### config.mk
export PLATFORM = sky130hd
export DESIGN_NAME = ecc_sector_stat
export DESIGN_NICKNAME = d
export VERILOG_FILES = /design/src/rtl/ecc_sector_stat.sv
export SDC_FILE = /design/constraint.sdc
export NUM_CORES = 1
export LEC_CHECK = 0
export ABC_AREA = 1
export BUFFER_PORTS_ARGS = -buffer_cell sky130_fd_sc_hd__clkbuf_2
export CAP_MARGIN = 15
export CORE_MARGIN = 1.5
export CORE_UTILIZATION = 50
export CTS_CLUSTER_DIAMETER = 150
export DETAILED_ROUTE_END_ITERATION = 7
export PLACE_DENSITY = 0.77
export SKIP_CTS_REPAIR_TIMING = 1
export SLEW_MARGIN = 10
export SYNTH_ARGS = -nofsm -noshare
export SYNTH_HDL_FRONTEND = slang
export SYNTH_SLANG_ARGS = --single-unit
### constraint.sdc
create_clock -name clk -period 2.2 [get_ports clk]
set_input_delay 0 -clock clk [delete_from_list [all_inputs] [get_ports clk]]
set_output_delay 0 -clock clk [all_outputs]
set_load 0.03 [all_outputs]
### src/rtl/ecc_sector_stat.sv
module ecc_sector_stat #(
  parameter int STEPS  = 8,
  parameter int CNT_W  = 5,
  parameter int IDX_W  = $clog2(STEPS),
  parameter int SCNT_W = IDX_W + 1
) (
  input  logic              clk,
  input  logic              rst_n,
  input  logic              page_start,
  input  logic [SCNT_W-1:0] step_count,
  input  logic              algo_bch,
  input  logic [1:0]        t_sel,
  input  logic              sec_valid,
  input  logic [IDX_W-1:0]  sec_idx,
  input  logic              sec_fail,
  input  logic [CNT_W-1:0]  sec_bits,
  input  logic              all_fail,
  input  logic              irq_en,
  input  logic              irq_clr,
  output logic [31:0]       stat_word,
  output logic [7:0]        parity_bits,
  output logic              irq_flag,
  output logic              irq
);
  logic [STEPS-1:0] fail_m, corr_m, live_m, sec_oh;
  logic [CNT_W-1:0] max_cnt, t_lim;
  logic in_rng, over, take_fail, take_corr, take_all;

  always_comb begin
    if (algo_bch)
      case (t_sel)
        2'd0: t_lim = CNT_W'(4);
        2'd1: t_lim = CNT_W'(8);
        2'd2: t_lim = CNT_W'(14);
        default: t_lim = CNT_W'(16);
      endcase
    else
      case (t_sel)
        2'd0: t_lim = CNT_W'(4);
        2'd1: t_lim = CNT_W'(6);
        default: t_lim = CNT_W'(8);
      endcase
  end

  assign parity_bits = algo_bch ? 8'(t_lim) * 8'd13 : 8'(t_lim) * 8'd18;

  for (genvar i = 0; i < STEPS; i++) begin : g_live
    assign live_m[i] = SCNT_W'(i) < step_count;
  end

  assign sec_oh    = STEPS'(1) << sec_idx;
  assign in_rng    = SCNT_W'(sec_idx) < step_count;
  assign over      = sec_bits > t_lim;
  assign take_fail = sec_valid & in_rng & (sec_fail | over) & ~page_start;
  assign take_corr = sec_valid & in_rng & ~sec_fail & ~over & (sec_bits != '0) & ~page_start;
  assign take_all  = all_fail & (|live_m) & ~page_start;

  always_ff @(posedge clk or negedge rst_n) begin
    if (!rst_n) begin
      fail_m  <= '0;
      corr_m  <= '0;
      max_cnt <= '0;
    end else if (page_start) begin
      fail_m  <= '0;
      corr_m  <= '0;
      max_cnt <= '0;
    end else begin
      fail_m <= fail_m | (take_fail ? sec_oh : '0) | (take_all ? live_m : '0);
      if (take_corr) begin
        corr_m <= corr_m | sec_oh;
        if (sec_bits > max_cnt) max_cnt <= sec_bits;
      end
    end
  end

  always_ff @(posedge clk or negedge rst_n) begin
    if (!rst_n)                              irq_flag <= 1'b0;
    else if (take_fail | take_corr | take_all) irq_flag <= 1'b1;
    else if (irq_clr)                        irq_flag <= 1'b0;
  end

  assign irq       = irq_flag & irq_en;
  assign stat_word = {8'(fail_m), 8'(corr_m), 3'b000, 5'(max_cnt), 8'h00};
endmodule


# --- After elaboration in Yosys (flattened, before gate mapping) ---
# Index checks and enable logic that the tools add are counted.
word_totals:
  reg_bits: 22
  latchBits: 0
  ram_bits: 0
  romBits: 0
  input_bits: 23
  memories: 0
classes:
  add_sub_neg: 0
  mul: 2
  div: 0
  n_lt_le_gt_ge: 11
  n_eq_ne: 2
  shifts: 1
  mux: 14
  bitwise: 19
  n_reduce_logical: 7
op_table:
  columns: ["cell", "count"]
  rows:
  - ["$mux 8", 6]
  - ["$or 8x8->8", 3]
  - ["$mux 5", 4]
  - ["$lt 3x4->1 const A", 4]
  - ["$pmux 5 s3", 1]
  - ["$and 1x1->1", 10]
  - ["$gt 5x5->1", 2]
  - ["$lt 1x4->1 const A", 2]
  - ["$lt 2x4->1 const A", 2]
  - ["$mul 5x4->8 const B", 1]
  - ["$pmux 4 s2", 1]
  - ["$reduce_or 8->1", 1]
  - ["$shl 1x3->8 const A", 1]
  - ["$mul 5x4->7 const B", 1]
  - ["$reduce_bool 2->1", 3]
  - ["$reduce_bool 5->1", 1]
  - ["$lt 3x4->1", 1]
  - ["$not 1->1", 3]
  - ["$or 1x1->1", 3]
  - ["$eq 2x1->1 const B", 1]
  - ["$eq 2x2->1 const B", 1]
  - ["$logic_not 2->1", 1]
  - ["$mux 1", 2]
  - ["$reduce_and 2->1", 1]

# --- Logic depth before layout (Yosys ltp) ---
depth:
  word_depth: 11
  depth_mapped: 14

# --- Least setup slack after synthesis ---
# No wires, ideal clock.
synth_path:
  kind: "input port to output port"
  start: "in t_sel[1]"
  end: "out parity_bits[7]"
  t_arrival_ns: 2.204
  required_ns: 2.200
  setup_slack_ns: -0.004
  stages: 13
  path_cell_list: "inv_1 > ha_1 > inv_1 > nand2_1 > nand2_1 > xnor2_1 > inv_1 > ha_1 > ha_1 > a31o_2 > a21oi_1 > nor2_1 > o21ai_1"
synth_via:
  elab_chain_cells: 5
  word_cells_on_any_way: 9
  cone_classes: "mul: 2; eq/ne: 2; mux: 4; reduce/logical: 1"
synth_rtl:
  columns: ["element", "line", "rtl"]
  rows:
  - ["start, declared", "12", "input logic [1:0] t_sel,"]
  - ["$eq 2x2->1 (tied with other cells)", "31", "case (t_sel)"]
  - ["$pmux 5 s3 or $pmux 4 s2 (tied branches)", "31, 38", null]
  - ["$mux 5 *", "30", "if (algo_bch)"]
  - ["$mul 5x4->7 or $mul 5x4->8 (tied branches)", "45", "assign parity_bits = algo_bch ? 8'(t_lim) * 8'd13 : 8'(t_lim) * 8'd18;"]
  - ["$mux 8 *", "45", null]
  - ["end, declared", "21", "output logic [7:0] parity_bits,"]
# Every way passes the cells marked *; elsewhere a longest branch is shown, timed or not.

# --- Worst setup path in the final report ---
# Same ends and word-level chain as after synthesis.

==> summary.md <==
| Metric | Value |
|---|---|
| Worst setup SP type | input pin |
| # fillers | 323 |
| Setup-failing EPs final | 0 |
| Clk_lat worst skew | 0.25 ns |
| Residual DRC | 0 |
| GRT Overall Usage | 0.205 |
| Starting Density | 0.515 |
| Mapped Cells | around 240 |
| Core area | 3630 um^2 |
| Sink Count | 22 |
| Area added between synthesis and finish | 25.7% |
| Slew @ Worst Pin | 0.530 ns |
| Max_cap viols | 0 |
| Seq/Total Area, Yosys | 0.294 |
| Multi-input logic area | about 1100 um^2 |
| Rows | 22 |
| FF/Latch Area | 551 um^2 |
| Maximum number of pins on one net before global-route repair | 23 |
| Antenna cells | 0 |
| Arrival time at the worst endpoint | about 2.1 ns |
| Vias per inst | 5.02 |
| Layout cell share with drive strength beyond 1 | 0.331 |
| Crit path time final | 2.10 ns |
| Hold WS | 0.0160 ns |
| Clock skew | 0.000385 ns |
| Fin nets | around 350 |
| Post-synth top area cell | dfrtp_1 |
| Initial antenna violation count | 0 |
| HP Class | in2reg |
| Crit Path Max Fanout | 4 |
| DR vias | 1772 |
| Syn. warnings | 0 |
| Port bufs | 52 |
| Area of placed instances | 2200 um^2 |
| Grt ovf | 0 |
| Synth Register Bits | 22 |
| Hold Vio Cnt, Final | 0 |
| Die area | 4120 um^2 |
| Critical Path RT | about 2.2 ns |
| Final GP Congestion | 0.820 |
| Post-DRT Antenna Nets | 0 |
| Top post-synthesis cells by area | dfrtp_1, ha_1, inv_1 |
| Yosys cell types | 36 |
| Status | completed |
| Number of flops mapped to enable cells by yosys | 0 |
| Crit. End Element | output port |
| Pwr dens | 542 nW/um^2 |
| Yosys top cell area share | 0.294 |
| Tcrit/Tclk final | 0.953 |
| Die W | 64.2 um |
| Max VDD drop | 0.000363 V |
| Slew headroom | 0.647 |
| Max Fclk | 477 MHz |
| WL final | 4100 um |
| Count leader, synth | inv_1 |
| Most used DFF post-synth | dfrtp_1 |
| Finished layout cell area | between 2000 and 2500 um^2 |
| First-pass GRT wire length | 6820 um |
| Dpl hpwl | 3360 um |
| Lkg Pwr | 1.28 nW |
| Final Max Slew Viols | 0 |
| TritonCTS clock tree | built |
| Mean Syn Cell Area | 7.70 um^2 |
| Commonest cells post-synth | inv_1, nand2_1, dfrtp_1 |
| Ports | 65 |
| CP Class | in2out |
| Die height | 64.2 um |
| Reg clk slew, reported paths | 0.08 ns |
| Vias in the first global route | roughly 1600 |
| H-tree Lvls | 1 |
| Root Buffer Master | clkbuf_8 |
| WL per Instance | 11.6 um |
| TritonCTS buffer count | 3 |
| Max Buffers Root-to-Sink | 2 |
| Asr flop ratio synth | 1.00 |
| Number of DRC markers in iteration 0 | 73 |
| First-pass DRT Iterations | 4 |
| Syn Std Cell Area | about 1900 um^2 |
worst max-delay path, stage by stage:
cell and delay (ns):
buf_4 0.13, inv_6 0.07, ha_4 0.20, inv_2 0.05, nand2_2 0.05, nand2_2 0.09, xnor2_2 0.10, inv_1 0.05
ha_1 0.29, ha_1 0.28, a31o_2 0.26, a21oi_2 0.14, nor2_1 0.07, o21ai_2 0.15, buf_6 0.16
routing by layer:
layer  GRT usage  up-vias  wire (um)
li1            -      902          -
met1       0.267      806       1820
met2       0.355       58       2030
met3      0.0405        6        206
met4      0.0319        0         46
met5           0        -          0
cell usage in the layout, fill, tap and decap left out, types with 2 or more instances in the layout:
cell      count
conb_1       12
inv_2         3
ha_1         17
nand3_2       5
nand3_1      17
clkbuf_2     49
nor3_1       14
nor2_4        2
o21bai_1      2
a21oi_1      10
a221oi_1      2
nand2_1      27
o21ai_1      11
nand4_1       3
inv_1        39
nand2_4       3
buf_6         2
o21ai_0       6
buf_4        11
nor2_1       17
o21ai_2       5
clkbuf_8      3
nand2_2       4
ha_4          2
dfrtp_1      22
cells by family (layout without fill, tap and decap cells):
| family | after synthesis | count (layout) | synth area share |
|---|---|---|---|
| xor+xnor | 1 | 1 | 0.00468 |
| fa+ha+maj | 20 | 20 | 0.134 |
| flops | 22 | 22 | 0.294 |
| compound gates | 43 | 43 | 0.140 |
| buf+inv | 61 | 112 | 0.155 |
| other cells | 1 | 12 | 0.00200 |
| simple gates | 95 | 95 | 0.270 |
cell type report:
class | count | area share
multi-input combinational | 171 | 0.479
sequential | 22 | 0.234
timing repair buffer | 63 | 0.153
inverter | 45 | 0.0781
tap | 48 | 0.0255
clock buffer | 3 | 0.0175
clock inverter | 1 | 0.0128
sequential cells by signal, indices dropped and copies added (netlist names):
name      count
corr_m        8
irq_flag      1
max_cnt       5
fail_m        8
path summary, 6_finish.rpt:
path                       cells after the start             end        from  slack [ns]
max                                           15  parity_bits[7]    t_sel[1]        0.10
min                                            4        irq_flag     irq_clr        0.02
max reg2reg                                   11      max_cnt[4]  max_cnt[4]        0.49
min reg2reg                                    2       corr_m[0]   corr_m[0]        0.49
max in group asynchronous                      2      max_cnt[1]       rst_n        1.60
min in group asynchronous                      2       corr_m[0]       rst_n        0.24
power breakdown:
part	internal, W	switching (W)
sequential	0.000430	0.0000174
clock	0.000243	0.000125
combinational	0.000154	0.000307
through the flow:
step	utilization	TNS [ns]	power [W]	setup slack [ns]	cells
CTS	0.625	-0.0901	0.00126	-0.0901	352
finish	0.648	0	0.00128	0.103	353
global placement	0.605	0	0.000883	0.0131	348
detailed placement	0.605	-0.0858	0.000894	-0.0858	348
floorplan	-	0	0.000775	0.129	254
global route	0.648	-0.0174	0.00136	-0.0174	353
No activity file was read; power rests on OpenSTA's default activity.
